[src/rtl/callshare_pkg.sv]
package callshare_pkg;

  typedef enum logic [1:0] {
    DV_IDLE,
    DV_INIT,
    DV_STEP,
    DV_DONE
  } div_state_e;

  typedef enum logic [3:0] {
    CP_ENTRY,
    CP_CALL0,
    CP_WAIT0,
    CP_CALL1,
    CP_WAIT1,
    CP_SUM,
    CP_CALL2,
    CP_WAIT2,
    CP_RET,
    CP_HALT
  } prog_state_e;

endpackage

[src/rtl/div_step.sv]
module div_step #(
  parameter int unsigned W = 32
) (
  input  logic [W-1:0] rem_i,
  input  logic [W-1:0] quo_i,
  input  logic [W-1:0] den_i,
  output logic [W-1:0] rem_o,
  output logic [W-1:0] quo_o
);

  logic [W:0] shifted;
  logic [W:0] trial;
  logic       borrow;

  always_comb begin
    shifted = {rem_i, quo_i[W-1]};
    trial   = shifted - {1'b0, den_i};
    borrow  = trial[W];
    rem_o   = borrow ? shifted[W-1:0] : trial[W-1:0];
    quo_o   = {quo_i[W-2:0], ~borrow};
  end

endmodule

[src/rtl/seq_divider.sv]
module seq_divider
  import callshare_pkg::*;
#(
  parameter int unsigned W = 32
) (
  input  logic         clk,
  input  logic         rst,
  input  logic         call_rst,
  input  logic [W-1:0] num_i,
  input  logic [W-1:0] den_i,
  input  logic         mode_i,
  output logic         fin_o,
  output logic [W-1:0] ret_o
);

  localparam int unsigned CW = (W > 1) ? $clog2(W) : 1;
  localparam logic [CW-1:0] LAST_CNT = CW'(W - 1);

  div_state_e    state;
  logic [CW-1:0] cnt;
  logic [W-1:0]  rem_q, quo_q;
  logic [W-1:0]  rem_n, quo_n;

  div_step #(.W(W)) u_step (
    .rem_i(rem_q),
    .quo_i(quo_q),
    .den_i(den_i),
    .rem_o(rem_n),
    .quo_o(quo_n)
  );

  // next-state process
  always_ff @(posedge clk) begin
    if (rst) begin
      state <= DV_IDLE;
    end else if (call_rst) begin
      state <= DV_INIT;
    end else begin
      unique case (state)
        DV_INIT: state <= DV_STEP;
        DV_STEP: if (cnt == '0) state <= DV_DONE;
        DV_DONE: state <= DV_IDLE;
        default: state <= DV_IDLE;
      endcase
    end
  end

  // datapath process
  always_ff @(posedge clk) begin
    if (rst) begin
      fin_o <= 1'b0;
      ret_o <= '0;
      cnt   <= '0;
      rem_q <= '0;
      quo_q <= '0;
    end else if (call_rst) begin
      fin_o <= 1'b0;
    end else begin
      unique case (state)
        DV_INIT: begin
          rem_q <= '0;
          quo_q <= num_i;
          cnt   <= LAST_CNT;
        end
        DV_STEP: begin
          rem_q <= rem_n;
          quo_q <= quo_n;
          cnt   <= cnt - 1'b1;
          if (cnt == '0) begin
            fin_o <= 1'b1;
            ret_o <= mode_i ? rem_n : quo_n;
          end
        end
        DV_DONE: fin_o <= 1'b0;
        default: ;
      endcase
    end
  end

  AST_FIN_ONE_CYCLE: assert property (@(posedge clk) disable iff (rst)
    fin_o |=> (!fin_o && state == DV_IDLE));
  AST_STROBE_RESTARTS: assert property (@(posedge clk) disable iff (rst)
    call_rst |=> (state == DV_INIT && !fin_o));
  AST_SINGLE_OUTSTANDING: assert property (@(posedge clk) disable iff (rst)
    (state != DV_IDLE) |-> !call_rst);
  AST_ARGS_STABLE: assert property (@(posedge clk) disable iff (rst)
    (state == DV_STEP && $past(state) == DV_STEP) |-> ($stable(den_i) && $stable(mode_i)));

endmodule

[src/rtl/call_program.sv]
module call_program
  import callshare_pkg::*;
#(
  parameter int unsigned W = 32
) (
  input  logic         clk,
  input  logic         rst,
  input  logic [W-1:0] op_a,
  input  logic [W-1:0] op_b,
  input  logic [W-1:0] op_c,
  input  logic         fin_i,
  input  logic [W-1:0] ret_i,
  output logic         call_o,
  output logic [W-1:0] num_o,
  output logic [W-1:0] den_o,
  output logic         mode_o,
  output logic         done_o,
  output logic [W-1:0] result_o
);

  prog_state_e  state;
  logic [W-1:0] a_q, b_q, c_q;
  logic [W-1:0] t0_q, t1_q, t2_q, sum_q;
  logic         in_wait;

  assign in_wait = (state == CP_WAIT0) || (state == CP_WAIT1) || (state == CP_WAIT2);

  // next-state process
  always_ff @(posedge clk) begin
    if (rst) begin
      state <= CP_ENTRY;
    end else begin
      unique case (state)
        CP_ENTRY: state <= CP_CALL0;
        CP_CALL0: state <= CP_WAIT0;
        CP_WAIT0: if (fin_i) state <= CP_CALL1;
        CP_CALL1: state <= CP_WAIT1;
        CP_WAIT1: if (fin_i) state <= CP_SUM;
        CP_SUM:   state <= CP_CALL2;
        CP_CALL2: state <= CP_WAIT2;
        CP_WAIT2: if (fin_i) state <= CP_RET;
        CP_RET:   state <= CP_HALT;
        default:  state <= CP_HALT;
      endcase
    end
  end

  // datapath process
  always_ff @(posedge clk) begin
    if (rst) begin
      a_q      <= '0;
      b_q      <= '0;
      c_q      <= '0;
      t0_q     <= '0;
      t1_q     <= '0;
      t2_q     <= '0;
      sum_q    <= '0;
      call_o   <= 1'b0;
      num_o    <= '0;
      den_o    <= '0;
      mode_o   <= 1'b0;
      done_o   <= 1'b0;
      result_o <= '0;
    end else begin
      call_o <= 1'b0;
      unique case (state)
        CP_ENTRY: begin
          a_q <= op_a;
          b_q <= op_b;
          c_q <= op_c;
        end
        CP_CALL0: begin
          num_o  <= a_q;
          den_o  <= b_q;
          mode_o <= 1'b0;
          call_o <= 1'b1;
        end
        CP_WAIT0: t0_q <= ret_i;
        CP_CALL1: begin
          num_o  <= a_q;
          den_o  <= c_q;
          mode_o <= 1'b1;
          call_o <= 1'b1;
        end
        CP_WAIT1: t1_q <= ret_i;
        CP_SUM:   sum_q <= t0_q + t1_q;
        CP_CALL2: begin
          num_o  <= sum_q;
          den_o  <= c_q;
          mode_o <= 1'b0;
          call_o <= 1'b1;
        end
        CP_WAIT2: t2_q <= ret_i;
        CP_RET: begin
          done_o   <= 1'b1;
          result_o <= t2_q + t0_q;
        end
        default: done_o <= 1'b0;
      endcase
    end
  end

  AST_STROBE_ONE_CYCLE: assert property (@(posedge clk) disable iff (rst)
    call_o |=> !call_o);
  AST_WAIT_EXIT_ON_FIN: assert property (@(posedge clk) disable iff (rst)
    ($past(in_wait) && state != $past(state)) |-> $past(fin_i));
  AST_DONE_ONE_CYCLE: assert property (@(posedge clk) disable iff (rst)
    done_o |=> !done_o);
  AST_RESULT_HOLD: assert property (@(posedge clk) disable iff (rst)
    (state == CP_HALT && $past(state) == CP_HALT) |-> $stable(result_o));

endmodule

[src/rtl/callshare_top.sv]
module callshare_top #(
  parameter int unsigned DATA_W = 32
) (
  input  logic              clk,
  input  logic              rst,
  input  logic [DATA_W-1:0] op_a,
  input  logic [DATA_W-1:0] op_b,
  input  logic [DATA_W-1:0] op_c,
  output logic              done,
  output logic [DATA_W-1:0] result
);

  logic              call_strobe;
  logic              div_fin;
  logic              div_mode;
  logic [DATA_W-1:0] div_num, div_den, div_ret;

  call_program #(.W(DATA_W)) u_prog (
    .clk     (clk),
    .rst     (rst),
    .op_a    (op_a),
    .op_b    (op_b),
    .op_c    (op_c),
    .fin_i   (div_fin),
    .ret_i   (div_ret),
    .call_o  (call_strobe),
    .num_o   (div_num),
    .den_o   (div_den),
    .mode_o  (div_mode),
    .done_o  (done),
    .result_o(result)
  );

  seq_divider #(.W(DATA_W)) u_div (
    .clk     (clk),
    .rst     (rst),
    .call_rst(call_strobe),
    .num_i   (div_num),
    .den_i   (div_den),
    .mode_i  (div_mode),
    .fin_o   (div_fin),
    .ret_o   (div_ret)
  );

  AST_NO_DONE_IN_CALL: assert property (@(posedge clk) disable iff (rst)
    call_strobe |-> !done);

endmodule

[config.mk]
export PLATFORM = sky130hd
export DESIGN_NAME = callshare_top
export DESIGN_NICKNAME = d
export VERILOG_FILES = /design/src/rtl/callshare_pkg.sv /design/src/rtl/div_step.sv /design/src/rtl/seq_divider.sv /design/src/rtl/call_program.sv /design/src/rtl/callshare_top.sv
export SDC_FILE = /design/constraint.sdc
export NUM_CORES = 1
export LEC_CHECK = 0
export BUFFER_PORTS_ARGS = -buffer_cell sky130_fd_sc_hd__buf_2
export CAP_MARGIN = 10
export CORE_UTILIZATION = 41
export CTS_CLUSTER_DIAMETER = 150
export DETAILED_ROUTE_END_ITERATION = 10
export HOLD_SLACK_MARGIN = 0.12
export PLACE_DENSITY = 0.58
export SLEW_MARGIN = 15
export SYNTH_ARGS = -nofsm -noshare
export SYNTH_HDL_FRONTEND = slang
export SYNTH_HIERARCHICAL = 1
export SYNTH_SLANG_ARGS = --single-unit
[constraint.sdc]
create_clock -name clk -period 5.9 [get_ports clk]
set_input_delay 0 -clock clk [delete_from_list [all_inputs] [get_ports clk]]
set_output_delay 0 -clock clk [all_outputs]
set_load 0.1 [all_outputs]
==> results of run 1 <==
==> placed cells by master (no fill, tap or decap), types with 9 or more instances in the layout <==
cell           instances
a311oi_1               9
mux2_4                19
nor3_1                27
o21bai_1              14
a21o_1                49
buf_4                 22
clkbuf_1              16
o21ai_0               67
nor2_1               172
nand4_1               23
and3_1                25
nand2_1              528
inv_1                 54
dfxtp_1              430
or3_1                  9
dlygate4sd3_1         97
nand3b_1               9
clkbuf_16             48
o21a_1                12
nand2b_1              12
a21oi_1              378
ha_1                  96
a211oi_1             119
mux2i_1              133
xor2_1                26
o31ai_1               11
nand3_1               79
xnor2_1               26
a211oi_2              32
buf_2                129
a31oi_1               16
==> per-layer routing <==
metal  vias to the layer above  part of all wire (%)
met3                        97                   4.6
met1                      9291                    47
met4                         0                   3.3
met5                         -                     0
met2                       413                    45
li1                       9852                     -
==> power by group <==
part           internal [mW]  switching (mW)  leakage [nW]  total (mW)
Sequential              3.27           0.373          3.51        3.64
Clock                   1.78            1.27         0.776        3.06
Combinational          0.801            1.34          5.78        2.14
Total                   5.85            2.99          10.1        8.84
==> metrics by stage <==
stage               std cells  worst slack [ns]  util, %
floorplan                2742              2.44        -
finish                   3557              1.99     47.6
CTS                      3556              2.01     47.6
global route             3556              1.77     47.6
detailed placement       3372              2.06     42.8
global placement         3372              2.15     42.8
==> layout make-up <==
class                   count  area share [%]
diodes                      1         0.00971
flip-flops and latches    431            33.5
well taps                 696            3.38
multi-input cells        2036            49.0
clock inverters            16           0.947
clock buffers              71            5.27
repair buffers            250            7.05
inverters                  56           0.845
==> repair_timing <==
| action | CTS | global route |
|---|---|---|
| endpoints found under the setup margin | 0 | 0 |
| hold endpoints to repair | 161 | 0 |
| hold buffers | 97 | 0 |
==> sequential cells by signal, summed over array words and instances (netlist names), 2 cells and up <==
register,count
u_div/cnt,5
u_div/quo_q,32
u_div/rem_q,32
u_div/ret_o,32
u_div/state,2
u_prog/a_q,32
u_prog/b_q,32
u_prog/c_q,32
u_prog/den_o,32
u_prog/num_o,32
u_prog/result_o,32
u_prog/state,4
u_prog/sum_q,32
u_prog/t0_q,32
u_prog/t1_q,32
u_prog/t2_q,32
==> worst paths after layout <==
path,startpoint,to,depth (start not counted)
worst max-delay path,u_div/quo_q[31],u_div/ret_o[14],15
worst min-delay path,op_c[4],u_prog/c_q[4],4
worst max register to register,u_div/quo_q[31],u_div/ret_o[14],15
worst min register to register,u_prog/result_o[6],u_prog/result_o[6],2
==> kinds of logic after synthesis <==
| kind of cell | count (synthesis) | synth area share [%] |
|---|---|---|
| buffers and inverters | 275 | 6.08 |
| xor gates and xnor gates | 52 | 2.02 |
| and+or+nand+nor | 946 | 18.3 |
| adders and majority gates | 100 | 5.65 |
| DFF | 431 | 38.2 |
| muxes | 157 | 7.47 |
| AOI/OAI and AO/OA | 781 | 22.2 |
==> Yosys cell counts, drive strengths merged (4+ instances only) <==
cell type and number:
a211o 6, a211oi 151, a21boi 4, a21o 50, a21oi 381, a221o 4, a311oi 9, a31oi 17
and2 9, and3 27, buf 91, clkbuf 127, dfxtp 431, ha 97, inv 55, mux2 23
mux2i 134, nand2 529, nand2b 12, nand3 79, nand3b 9, nand4 23, nor2 176, nor2b 7
nor3 29, nor3b 9, nor4 7, nor4b 4, o2111ai 6, o211ai 4, o21a 12, o21ai 71
o21bai 14, o22ai 4, o31ai 11, or3 9, or4 7, xnor2 26, xor2 26
==> worst max-delay path: stages (launching register included) <==
cell,delay [ns]
dfxtp_1,0.37
inv_1,0.07
ha_1,0.20
fa_1,0.40
and2b_2,0.25
o2111ai_2,0.13
a21oi_2,0.23
o2111ai_1,0.22
a211oi_2,0.35
nor2_4,0.10
mux2i_4,0.36
and2_4,0.32
inv_8,0.14
mux2_4,0.33
mux2i_1,0.18
a211oi_2,0.10
==> results.toml, run 1 <==
[global_routing]
grt_pass1_wl_mm = 100
grt_use_met2_pct = 35.3
grt.busiest_layer = "met2"
grt_pass1_vias = 18624
grt_antenna_before_repair = 0
grtUsageTotal_pct = 22.1
use_met1_pct = 30.0
grt_max_degree = 190
met3_usage_pct = 3.63
overflow = 0

[placed_design]
placed_area_sq_um = 23200
gp_congestion = 0.904
io_buffers = 130
hpwl_mm = 44.0

[power]
ir_drop_v = 0.000219
cellPowerDensity_nw_per_um2 = 343
leakage_nw = 10.1
power.total_mw = 8.84

[yosys]
syn_avg_cell_area_sq_um = 8.23
yosysTopAreaCell = "dfxtp_1"
ys_top_cells_by_area = "dfxtp_1 (38%), nand2_1 (8.8%), a21oi_1 (8.4%)"
synthFlopType = "dfxtp_1"
ys_seq_area_share_pct = 38.2
syn-num-nets = 2940
synthCells = 2742
synth_area_sq_um = 22600
yosysWarnings = 6
synth_top_area_share_pct = 38.2
synth_seq_cells = 431
ys_types = 94
synth_edf_count = 0
ys_async_sr_fraction_pct = 0

[route]
drtAntennaViolNets = 0
dr.pass1.iters = 6
postRouteWirelength_mm = 63.4
wl_per_cell_um = 17.8
drc = 0
drtIter0Drc = 1441
avgViaCountPerCell = 5.53
vias = 19653

[critical_path]
startpoint_type = "flip-flop"
r2r_slack_ns = 1.99
worstPathRequired_ns = 6.36
worstPathArrival_ns = 4.36
crit_path_max_fanout = 25
crit_type = "reg -> reg"
endpoint_kind = "flip-flop"

[die]
pin_count = 131
initial_core_util_pct = 41.7
die-height_um = 237
core_area_sq_um = 54100
rows = 85
die_w_um = 237
die-area_sq_um = 56000

[cells_and_area]
seq_area_sq_um = 8630
drive_gt1_share_pct = 11.1
n_fill_cell = 5174
fin_nets = 3021
multi_input_area_sq_um = 12600
design_area_sq_um = 25800
syn2layout_area_growth_pct = 14.2

[timing]
rsz0062_at_grt = "no"
setup_tns_ns = 0
fin_crit_sh_pct = 66.2
max_freq_ghz = 0.256
slew_violations = 0
max_slew.worst_pin.slew_ns = 1.16
period_needed_ns = 3.91
whs_ns = 0.171
hold_viol = 0
setup_violations = 0
fin_skew_ns = 0.0357
slew_headroom_pct = 22.6

[run]
max_cap_violations = 0

[clocking]
cts_buffer_depth = 3
path_clk_slew_ns = 0.06
clk_latency_ns = 0.61
cts_root_buffer = "clkbuf_16"
cts_tree = "yes"
cts_htree_levels = 2
cts.sinks = 431
postCtsSetupBuffers = 0
cts_buffers = 48
ctsResizeCount = 0

[status]
status = "finished, final reports clean"

[min_path]
hp-class = "in -> reg"
(Power assumes the default switching activity.)
==> run 2, diff against run 1 <==
- clock period: 5.9 -> 4 ns (I/O delays scaled with it)
==> run 2 against run 1 <==
Utilization grew 0.57 points. Maximum frequency grew 4.9%. Critical path depth is the same. Sequential share of layout area shrank 0.40 points. Sequential cell count is the same. Non-clock buffer count grew 6. Via count grew 0.76%. Critical endpoint is now u_div/ret_o[31]. Highest routed layer is now met5.
==> results.toml, run 2 (synthesis gave the netlist of run 1 again) <==
[timing]
max_freq_ghz = 0.269
slew_violations = 0
max_slew.worst_pin.slew_ns = 1.14
slew_headroom_pct = 23.8
fin_skew_ns = 0.0238
rsz0062_at_grt = "no"
period_needed_ns = 3.72
hold_viol = 0
setup_violations = 0
setup_tns_ns = 0
fin_crit_sh_pct = 93.1

[power]
cellPowerDensity_nw_per_um2 = 513
power_switching_mw = 4.48
p_seq_share_pct = 40.1
leakage_nw = 10.2
p_clk_share_pct = 35.9
p_int_mw = 8.88
swShare_pct = 33.5
ir_drop_v = 0.000357
p_comb_share_pct = 23.9

[clocking]
clk_latency_ns = 0.61
path_clk_slew_ns = 0.06
cts_buffers = 50
cts.sinks = 431
cts_root_buffer = "clkbuf_16"
cts_htree_levels = 2
cts_tree = "yes"
cts_buffer_depth = 3

[critical_path]
crit_buf_inv = 2
endpoint_kind = "flip-flop"
worstPathRequired_ns = 4.52
crit_type = "reg -> reg"
worstPathArrival_ns = 4.24
path_cells = "inv_1, ha_1, fa_1, and2b_2, o2111ai_2, a21oi_2, o2111ai_1, a211oi_2, nor2_4, mux2i_4, and2_4, buf_4, o31ai_1, mux2i_1, a211oi_2"
cp_slowest_cell = "fa_1"
crit_family = "compound AO/OA/AOI/OAI gates"
max_stage_delay_ns = 0.40
crit_path_max_fanout = 9
startpoint_type = "flip-flop"
crit_path_frequent_cell = "a211oi_2"

[route]
postRouteWirelength_mm = 63.2
avgViaCountPerCell = 5.55
drc = 0
drtIter0Drc = 1387
drtAntennaViolNets = 0
wl_per_cell_um = 17.7
vias = 19803
dr.pass1.iters = 5

[status]
status = "finished, final reports clean"

[cells_and_area]
fin_nets = 3029
final_cell_mix = "nand2_1 (527), dfxtp_1 (430), a21oi_1 (378)"
multi_input_area_sq_um = 12600
n_fill_cell = 5211
mostFrequentLayoutCell = "nand2_1"
syn2layout_area_growth_pct = 15.6
drive_gt1_share_pct = 11.8
layout.cells.non_filler = 3571
seq_area_sq_um = 8630

[die]
pin_count = 131
die_w_um = 237
rows = 85
die-height_um = 237
die-area_sq_um = 56000
core_area_sq_um = 54100
initial_core_util_pct = 41.7

[global_routing]
grt_max_degree = 136
grt_pass1_wl_mm = 102
overflow = 0
grtUsageTotal_pct = 22.5
grt_pass1_vias = 19094
grt_antenna_before_repair = 1

[placed_design]
io_buffers = 130
hpwl_mm = 44.5
dp_cells = 3375
gp_congestion = 0.907

[run]
max_cap_violations = 0

[min_path]
hp-class = "in -> reg"
## run 2: changes by cell type in the layout (fill, tap and decap cells not counted), sizes merged
cell	change
clkinv	+9
buf	+6
inv	-3
clkbuf	+1
diode	+1
## run 2: power groups by stage
stage / Clock [mW] / Combinational (mW) / Sequential (mW)
2_1_floorplan: 0 / 2.66 / 5.14
3_3_place_gp: 0 / 3.05 / 5.45
3_5_place_dp: 0 / 3.10 / 5.47
4_1_cts: 4.92 / 3.19 / 5.38
5_1_grt: 5.10 / 3.55 / 5.43
6_report: 4.80 / 3.20 / 5.36
## run 2: final timing paths
kind | slack (ns) | cells past startpoint | endpoint | from
max | 0.28 | 15 | u_div/ret_o[31] | u_div/quo_q[31]
min | 0.17 | 4 | u_prog/c_q[26] | op_c[26]
max reg2reg | 0.28 | 15 | u_div/ret_o[31] | u_div/quo_q[31]
min reg2reg | 0.45 | 2 | u_prog/result_o[6] | u_prog/result_o[6]
## run 2: timing repair
item | CTS | global route
setup buffers | 0 | 3
gates resized for setup | 0 | 2
setup endpoints to repair | 0 | 27
hold buffers | 97 | 0
hold endpoints to repair | 166 | 0
## run 2: through the flow
stage          hold slack (ns)  instance area, sq um  util [%]  power (mW)  setup WS, ns
2_1_floorplan            0.136                 22600         -        7.80         0.538
3_3_place_gp             0.241                 23300      43.0        8.50         0.270
3_5_place_dp             0.248                 23300      43.0        8.56         0.142
4_1_cts                  0.120                 26000      48.1        13.5        0.0919
5_1_grt                  0.148                 26100      48.1        14.1        0.0266
6_report                 0.170                 26100      48.2        13.4         0.277
## run 2: final cells by class
cell class              instances  share of cell area, %
repair buffers                256                   7.43
multi-input cells            2036                   48.4
flip-flops and latches        431                   33.1
inverters                      56                  0.907
clock buffers                  72                   5.65
clock inverters                22                   1.13
well taps                     696                   3.34
diodes                          2                 0.0192
## run 2: tightest hold or removal path, cell delays in order
cell and delay (ns):
dlygate4sd3_1 0.52, buf_2 0.12, nand2_1 0.05, a21oi_1 0.05
## run 2: per-layer routing
layer,wire (um),up-vias,GRT usage (%)
met4,2400,2,8.74
met1,30000,9381,30.4
met3,2700,114,3.80
met2,28100,416,35.7
met5,12,-,0
li1,-,9890,-
